### src/rtl/gcb_pkg.sv
package gcb_pkg;

  // Cycles needed to cover a dwell given in ns at a clock given in kHz, rounded up.
  function automatic int unsigned dwell_cycles(input int unsigned clk_khz,
                                               input int unsigned dwell_ns);
    longint unsigned prod;
    prod = longint'(clk_khz) * longint'(dwell_ns);
    return int'((prod + 64'd999_999) / 64'd1_000_000);
  endfunction

  // Grant rule for a software write.
  function automatic logic write_allowed(input logic qual,
                                         input logic dwell_ok,
                                         input logic sel_ok,
                                         input logic cal_clash);
    return qual & dwell_ok & sel_ok & ~cal_clash;
  endfunction

endpackage

### src/rtl/gcb_dwell_timer.sv
module gcb_dwell_timer #(
  parameter int unsigned DWELL_CYC = 8
) (
  input  logic clk,
  input  logic rst_n,
  input  logic qual_i,
  output logic dwell_ok_o
);
  localparam int unsigned CW = $clog2(DWELL_CYC + 1);
  localparam logic [CW-1:0] LIMIT = CW'(DWELL_CYC);

  logic [CW-1:0] cnt;

  always_ff @(posedge clk) begin
    if (!rst_n)            cnt <= '0;
    else if (!qual_i)      cnt <= '0;
    else if (cnt < LIMIT)  cnt <= cnt + 1'b1;
  end

  assign dwell_ok_o = (cnt == LIMIT);

  a_r6_restart: assert property (@(posedge clk) disable iff (!rst_n)
    !qual_i |=> (cnt == '0));
  a_r5_saturate: assert property (@(posedge clk) disable iff (!rst_n)
    cnt <= LIMIT);
  a_r5_advance: assert property (@(posedge clk) disable iff (!rst_n)
    (qual_i && !dwell_ok_o) |=> (cnt == $past(cnt) + 1'b1));
endmodule

### src/rtl/gcb_write_guard.sv
module gcb_write_guard #(
  parameter int unsigned NUM_CH = 3,
  parameter int unsigned SW     = 2
) (
  input  logic              clk,
  input  logic              rst_n,
  input  logic              wr_en_i,
  input  logic [SW-1:0]     wr_sel_i,
  input  logic              qual_i,
  input  logic              dwell_ok_i,
  input  logic [NUM_CH-1:0] cal_done_i,
  output logic [NUM_CH-1:0] wr_hit_o,
  output logic              wr_err_o
);
  import gcb_pkg::*;

  logic sel_ok;
  logic cal_clash;
  logic accept;

  assign sel_ok = ({1'b0, wr_sel_i} < (SW+1)'(NUM_CH));

  always_comb begin
    cal_clash = 1'b0;
    for (int i = 0; i < int'(NUM_CH); i++) begin
      if (wr_sel_i == SW'(i)) cal_clash = cal_done_i[i];
    end
  end

  assign accept = wr_en_i & write_allowed(qual_i, dwell_ok_i, sel_ok, cal_clash);

  for (genvar g = 0; g < int'(NUM_CH); g++) begin : g_hit
    assign wr_hit_o[g] = accept && (wr_sel_i == SW'(g));
  end

  always_ff @(posedge clk) begin
    if (!rst_n) wr_err_o <= 1'b0;
    else        wr_err_o <= wr_en_i & ~accept;
  end

  a_r4_err_pulse: assert property (@(posedge clk) disable iff (!rst_n)
    (wr_en_i && (wr_hit_o == '0)) |=> wr_err_o);
  a_r3_no_err: assert property (@(posedge clk) disable iff (!rst_n)
    (!wr_en_i || (wr_hit_o != '0)) |=> !wr_err_o);
  a_r3_one_target: assert property (@(posedge clk) disable iff (!rst_n)
    $onehot0(wr_hit_o));
  a_r8_no_grant_on_cal: assert property (@(posedge clk) disable iff (!rst_n)
    (wr_hit_o & cal_done_i) == '0);
  a_r5_needs_dwell: assert property (@(posedge clk) disable iff (!rst_n)
    (wr_hit_o != '0) |-> (qual_i && dwell_ok_i));
endmodule

### src/rtl/gcb_coef_reg.sv
module gcb_coef_reg #(
  parameter int unsigned W = 16
) (
  input  logic         clk,
  input  logic         rst_n,
  input  logic [W-1:0] preset_i,
  input  logic         cal_done_i,
  input  logic [W-1:0] cal_data_i,
  input  logic         wr_hit_i,
  input  logic [W-1:0] wr_data_i,
  output logic [W-1:0] coef_o
);
  always_ff @(posedge clk) begin
    if (!rst_n)          coef_o <= preset_i;
    else if (cal_done_i) coef_o <= cal_data_i;
    else if (wr_hit_i)   coef_o <= wr_data_i;
  end

  a_r7_cal_load: assert property (@(posedge clk) disable iff (!rst_n)
    cal_done_i |=> (coef_o == $past(cal_data_i)));
  a_r3_wr_load: assert property (@(posedge clk) disable iff (!rst_n)
    (wr_hit_i && !cal_done_i) |=> (coef_o == $past(wr_data_i)));
  a_r4_hold: assert property (@(posedge clk) disable iff (!rst_n)
    (!wr_hit_i && !cal_done_i) |=> $stable(coef_o));
endmodule

### src/rtl/gain_cal_guard.sv
module gain_cal_guard #(
  parameter int unsigned NUM_CH   = 3,
  parameter int unsigned CLK_KHZ  = 20480,
  parameter int unsigned DWELL_NS = 23000,
  localparam int unsigned W  = 16,
  localparam int unsigned SW = (NUM_CH > 1) ? $clog2(NUM_CH) : 1
) (
  input  logic                clk,
  input  logic                rst_n,
  input  logic [NUM_CH*W-1:0] preset_i,
  input  logic                cnv_en_i,
  input  logic                cnv_idle_i,
  input  logic                wr_en_i,
  input  logic [SW-1:0]       wr_sel_i,
  input  logic [W-1:0]        wr_data_i,
  input  logic [NUM_CH-1:0]   cal_done_i,
  input  logic [NUM_CH*W-1:0] cal_data_i,
  input  logic [SW-1:0]       rd_sel_i,
  output logic [W-1:0]        rd_data_o,
  output logic [NUM_CH*W-1:0] coef_o,
  output logic                wr_err_o
);
  localparam int unsigned DWELL_RAW = gcb_pkg::dwell_cycles(CLK_KHZ, DWELL_NS);
  localparam int unsigned DWELL_CYC = (DWELL_RAW < 1) ? 1 : DWELL_RAW;

  logic              qual;
  logic              dwell_ok;
  logic [NUM_CH-1:0] wr_hit;
  logic [W-1:0]      coef [NUM_CH];

  assign qual = cnv_en_i & cnv_idle_i;

  gcb_dwell_timer #(.DWELL_CYC(DWELL_CYC)) u_timer (
    .clk       (clk),
    .rst_n     (rst_n),
    .qual_i    (qual),
    .dwell_ok_o(dwell_ok)
  );

  gcb_write_guard #(.NUM_CH(NUM_CH), .SW(SW)) u_guard (
    .clk       (clk),
    .rst_n     (rst_n),
    .wr_en_i   (wr_en_i),
    .wr_sel_i  (wr_sel_i),
    .qual_i    (qual),
    .dwell_ok_i(dwell_ok),
    .cal_done_i(cal_done_i),
    .wr_hit_o  (wr_hit),
    .wr_err_o  (wr_err_o)
  );

  for (genvar c = 0; c < int'(NUM_CH); c++) begin : g_ch
    gcb_coef_reg #(.W(W)) u_coef (
      .clk       (clk),
      .rst_n     (rst_n),
      .preset_i  (preset_i[c*W +: W]),
      .cal_done_i(cal_done_i[c]),
      .cal_data_i(cal_data_i[c*W +: W]),
      .wr_hit_i  (wr_hit[c]),
      .wr_data_i (wr_data_i),
      .coef_o    (coef[c])
    );
    assign coef_o[c*W +: W] = coef[c];
  end

  always_comb begin
    rd_data_o = '0;
    for (int i = 0; i < int'(NUM_CH); i++) begin
      if (rd_sel_i == SW'(i)) rd_data_o = coef[i];
    end
  end

  a_r1_quiet_after_reset: assert property (@(posedge clk)
    !rst_n |=> !wr_err_o);
endmodule

### config.mk
export PLATFORM = sky130hd
export DESIGN_NAME = gain_cal_guard
export DESIGN_NICKNAME = d
export VERILOG_FILES = /design/src/rtl/gcb_pkg.sv /design/src/rtl/gcb_dwell_timer.sv /design/src/rtl/gcb_write_guard.sv /design/src/rtl/gcb_coef_reg.sv /design/src/rtl/gain_cal_guard.sv
export SDC_FILE = /design/constraint.sdc
export NUM_CORES = 1
export LEC_CHECK = 0
export ABC_AREA = 1
export BUFFER_PORTS_ARGS = -buffer_cell sky130_fd_sc_hd__buf_2
export CAP_MARGIN = 15
export CORE_MARGIN = 2
export CORE_UTILIZATION = 45
export CTS_CLUSTER_SIZE = 20
export DETAILED_ROUTE_END_ITERATION = 10
export GPL_ROUTABILITY_DRIVEN = 1
export PLACE_DENSITY_LB_ADDON = 0.2
export SLEW_MARGIN = 20
export SYNTH_ARGS = -nofsm -noshare
export SYNTH_HDL_FRONTEND = slang
export SYNTH_SLANG_ARGS = --single-unit
### constraint.sdc
create_clock -name clk -period 2.21 [get_ports clk]
set_clock_uncertainty 0.15 [all_clocks]
set_input_delay 0.1105 -clock clk [delete_from_list [all_inputs] [get_ports clk]]
set_output_delay 0.1105 -clock clk [all_outputs]
set_load 0.1 [all_outputs]
== After elaboration in Yosys (flattened, before gate mapping) ==
Index checks and enable logic that the tools add are counted.

* Register bits: 58
* Logic and storage cells: 45
* Output and inout port bits: 65

* Add/sub/neg operators: 1
* Equal/unequal tests: 8
* Muxes and demuxes: 15
* Reductions and logical operators: 6
* $lt $le $gt $ge: 2
* Bitwise logic cells: 8

{| class="wikitable"
|+ Operator list
! cell !! number
|-
| 16-bit 2-to-1 mux || 12
|-
| 9-bit by 1-bit adder with 9-bit output, second input constant || 1
|-
| 9-bit == test, second input constant || 1
|-
| 9-bit less-than comparator, second input constant || 1
|-
| 3-bit by 1-bit != test with 1-bit output, second input constant || 3
|-
| 1-bit bitwise AND || 6
|-
| 2-bit by 1-bit == test with 1-bit output, second input constant || 2
|-
| 2-bit == test, second input constant || 2
|-
| 2-bit zero test || 2
|-
| 1-bit logical AND || 3
|-
| 1-bit 2-to-1 mux || 3
|-
| 2-bit less-than comparator, second input constant || 1
|-
| 1-bit inverter || 2
|-
| 2-bit AND reduction || 1
|}

== Longest topological paths before layout ==
* Depth in word-level cells: 11
* Gate-level depth with buffers: 8
* Depth with buffers taken out: 8

== Cells and area by module ==
A second synthesis with hierarchy kept.

* Cell total of the unflattened synthesis: 584
* Area total of the unflattened synthesis: 4280.4 µm²

{| class="wikitable"
|+ By module, submodules not included
! module !! cells an instance !! times used !! area an instance (µm²)
|-
| gcb_coef_reg || 138 || 3 || 1089.8
|-
| gcb_dwell_timer || 73 || 1 || 480.5
|-
| gain_cal_guard || 76 || 1 || 411.6
|-
| gcb_write_guard || 21 || 1 || 118.9
|}

== Least setup slack after synthesis ==
Ideal clock, no wire load.

* Kind: register to output
* Start point: reg g_ch[1].u_coef.coef_o[0]
* End point: out rd_data_o[0]
* Required time: 1949 ps
* Cell stages (with the launch flop): 3
* Setup slack: 136 ps
* Path buffers: 0
* Arrival time: 1814 ps
* Cell sequence: edfxtp_1 -> nand2_1 -> nand3_1

* Word-level cells in the longest chain between the ends: 2

{| class="wikitable"
|+ RTL lines
! item !! line !! source
|-
| start, declared || gcb_coef_reg.sv:11 || <nowiki>output logic [W-1:0] coef_o</nowiki>
|-
| start signal, assigned || gcb_coef_reg.sv:14 || <nowiki>if (!rst_n) coef_o <= preset_i;</nowiki>
|-
| start signal, assigned || gcb_coef_reg.sv:15 || <nowiki>else if (cal_done_i) coef_o <= cal_data_i;</nowiki>
|-
| start signal, assigned || gcb_coef_reg.sv:16 || <nowiki>else if (wr_hit_i) coef_o <= wr_data_i;</nowiki>
|-
| 16-bit 2-to-1 mux (2 in a row) || gain_cal_guard.sv:69 || <nowiki>if (rd_sel_i == SW'(i)) rd_data_o = coef[i];</nowiki>
|-
| end, declared || gain_cal_guard.sv:19 || <nowiki>output logic [W-1:0] rd_data_o,</nowiki>
|}

Every way passes these cells.

== Worst setup path in the final report ==
* Start point: reg u_timer.cnt[0]
* End point: reg g_ch[1].u_coef.coef_o[3], enable pin

* Word-level cells in the longest chain between the ends: 7

{| class="wikitable"
|+ RTL lines
! item !! line !! source
|-
| start, declared || gcb_dwell_timer.sv:12 || <nowiki>logic [CW-1:0] cnt;</nowiki>
|-
| start signal, assigned || gcb_dwell_timer.sv:17 || <nowiki>else if (cnt < LIMIT) cnt <= cnt + 1'b1;</nowiki>
|-
| 9-bit == test || gcb_dwell_timer.sv:20 || <nowiki>assign dwell_ok_o = (cnt == LIMIT);</nowiki>
|-
| 1-bit bitwise AND (3 in a row) || gcb_pkg.sv:16 || <nowiki>return qual & dwell_ok & sel_ok & ~cal_clash;</nowiki>
|-
| 1-bit bitwise AND || gcb_write_guard.sv:30 || <nowiki>assign accept = wr_en_i & write_allowed(qual_i, dwell_ok_i, sel_ok, cal_clash);</nowiki>
|-
| 1-bit logical AND || gcb_write_guard.sv:33 || <nowiki>assign wr_hit_o[g] = accept && (wr_sel_i == SW'(g));</nowiki>
|-
| 3-bit by 1-bit != test with 1-bit output (no line) || n/a ||
|}

Every way passes these cells.
A chain may end at the register's enable or synchronous reset.

==> results.md <==
- Design Power: 4.24 mW
- Post-Syn Area: about 3400 um^2
- CP Max Fanout: 9
- RSZ-0062 raised after global routing: no
- Htree depth: 3
- Routed length per instance: around 15 um
- Post-synth top flop: edfxtp_1
- Post-Syn Area per Cell: 7.54 um^2
- Fillers: 534
- Final hold viol count: 0
- Ports: 189
- M3 GR Usage: under 10%
- Nets@finish: 855
- Die Y-Extent: 91.0 um
- FF-to-FF Start: u_timer.cnt[0]
- Worst Reg-to-Reg Cells: 9
- Switching pwr: 1.88 mW
- Total GRT Usage: between 20% and 30%
- Pleak: 2.58 nW
- Setup repair bufs after CTS: 0
- Synth unique cells: 23
- Register area: 1640 um^2
- GP Congestion: approximately 0.84
- Final setup fails: 0
- Data required, critical path: 2.11 ns
- Largest net degree at the start of global routing: 53
- Cell with the most instances after synthesis: nor2_1
- #FFs+latches synth: 58
- Top Usage Layer GRT: met2
- Final min period: 1.79 ns
- Max Cap Viol: 0
- Fmax: roughly 0.56 GHz
- Outcome: complete, no violations
- CTS buffer count: 9
- Syn Inst Count: 451
- Clock power frac: between 20% and 30%
- Beginning of the worst hold path: cal_data_i[12]
- Final cycle utilization of the critical path: 80.9%
- Final setup TNS: 0 ns
- Most frequent cells after synthesis: 113 x nor2_1, 73 x nand2_1, 56 x a21oi_1, 48 x edfxtp_1, 48 x o21ai_0
- Clk_lat worst skew: approximately 0.33 ns
- CORE AREA: 7290 um^2
- Hold Buf Count CTS: 94
- First-pass GRT wire length: 18700 um
- Post-synth EDFFs: 48
- Congestion Overflow GR: 0
- Worst hold endpoint: g_ch[0].u_coef.coef_o[12]
- CTS tree: done
- Async SR Flop Fraction: 0%
- Area growth from synthesis to final layout: 63.3%
- Final-report max-slew violation count: 0
- Worst slack at placement: 0.440 ns
- CP arrival: 1.68 ns
- Synth warn: 0
- Rel. slew slack: 58.3%
- Initial antenna violation count: 0
- Initial Util: 46.7%
- Area share of the leading cell type in the synthesized netlist: 42.4%
- Crit path setup slack, layout: 0.422 ns
- Combinational cell fraction of total power: approximately 43%
- Vias in the first global route: around 4100
- ANT cells: 0
- P_int: 2.35 mW
- Seq pwr share: 32.7%
- Clock Sinks: 58
- Register area share after synthesis: 48.3%
- DRT Pass-1 Iters: 5
- Root Driver: clkbuf_8
- Hold Path Depth: 3
- Worst slew pin tran: 0.626 ns
- Clk slew on worst S/H paths: 0.07 ns
- Critical path endpoint category: flip-flop
- Peak VDD IR: 0.000441 V
- PwrDens: 763 nW/um^2
- Die area: 8270 um^2
- Largest cells by area after synthesis: edfxtp_1 42%, nor2_1 12%, a21oi_1 8.2%, nand2_1 8.1%, o21ai_0 7.1%
- FP Rows: 31
- R2R Path End: g_ch[1].u_coef.coef_o[3]
- Drt first-iter violations: 238
- Met1 usage: 31.8%
- Switching share of power: 44.5%
- PortBufs: 188
- WL final: 12200 um
- Max clock buf depth: 2
- Multi-input gate area: around 1500 um^2
- WS Path Type: reg2reg
- Reg-to-reg setup timing slack: 0.42 ns
- Worst hold margin: around 0.0076 ns
- Final ANT Viol Nets: 0
- Area leader, netlist: edfxtp_1
- Via count: 4190
- Vias per std cell: slightly above 5
- Synthesized Nets: 577
- Fraction of layout cells with a size suffix above 1: 30.5%
- Die Wd: 91.0 um
- HP Class: in2reg
- Startpoint Class: flip-flop
- HPWL Detailed: 8200 um
- DRC viols: 0
- CTS resizes: 0
- Routing usage on met2: between 50% and 60%
## sequential cells by signal, summed over array words and instances (netlist names)
register,cells
g_ch.u_coef.coef_o,48
u_guard.wr_err_o,1
u_timer.cnt,9
## cell usage in the layout (no fill, tap or decap)
cell           Yosys  final
buf_4              4     11
clkbuf_1           2      1
clkinv_1           0      1
nor2_2             2      2
nor2_4             3      3
o21ai_0           48     48
clkinvlp_4         0      1
dfxtp_1           10     10
xor2_1             1      1
edfxtp_1          48     48
clkinv_2           0      2
ha_1               2      2
nand3_2            1      1
a21oi_1           56     56
nand3_1           24     24
clkbuf_8           0      9
nand2_1           73     73
dlygate4sd3_1      0     94
a31oi_1            1      1
inv_2              3      3
inv_1             31     31
nand2_2            2      2
o21ai_1            2      2
nand4_1            5      5
nor2_1           113    113
buf_2             16    188
bufinv_16          0      2
## worst max-delay path, stage by stage (launching register included)
cell,delay (ns)
dfxtp_1,0.33
inv_1,0.08
ha_1,0.14
nand2_1,0.05
nor2_1,0.11
nand2_1,0.07
nor2_2,0.15
nand4_1,0.10
nand2_1,0.12
buf_4,0.20
## final cells by class
class	instances	share of cell area, %
Tap cell	99	2.23
Sequential cell	58	29.5
Clock buffer	10	2.30
Clock inverter	6	1.46
Timing Repair Buffer	293	35.4
Inverter	34	2.30
Multi-Input combinational cell	333	26.8
## per-stage QoR
step,cells,util [%],instance area (um^2)
global route,833,76.2,5560
finish,833,76.2,5560
floorplan,451,-,3400
detailed placement,723,60.4,4410
CTS,833,76.2,5560
global placement,723,60.4,4410
## power groups by stage
stage                     registers (mW)  clock network, mW  logic, mW
after global routing                1.40               1.11       1.87
after CTS                           1.38               1.05       1.79
after floorplan                     2.17                  0      0.513
after global placement              1.40                  0       1.61
after detailed placement            1.40                  0       1.62
final                               1.38               1.05       1.80
## per-layer routing
metal / up-vias / wire length, um
li1: 2055 / -
met2: 230 / 6200
met5: - / 0
met4: 0 / 320
met1: 1874 / 4540
met3: 31 / 1110
## worst max-delay path by stage
stage | slack (ns) | to | startpoint | cells past startpoint
after floorplan | 0.14 | rd_data_o[0] | g_ch[1].u_coef.coef_o[0] | 2
after global placement | 0.50 | g_ch[1].u_coef.coef_o[13] | u_timer.cnt[0] | 9
after detailed placement | 0.44 | g_ch[1].u_coef.coef_o[13] | u_timer.cnt[0] | 9
after CTS | 0.42 | g_ch[1].u_coef.coef_o[2] | u_timer.cnt[0] | 9
after global routing | 0.27 | g_ch[1].u_coef.coef_o[3] | u_timer.cnt[0] | 9
final | 0.42 | g_ch[1].u_coef.coef_o[3] | u_timer.cnt[0] | 9
## logic make-up (layout without fill, tap and decap cells)
group           after synthesis  count (layout)  share of synthesized area [%]
simple gates                223             223                           27.0
compound gates              107             107                           15.8
buf+inv                      60             343                           7.98
flops                        58              58                           48.3
fa+ha+maj                     2               2                          0.735
xor+xnor                      1               1                          0.257
No activity file was read; power rests on OpenSTA's default activity.
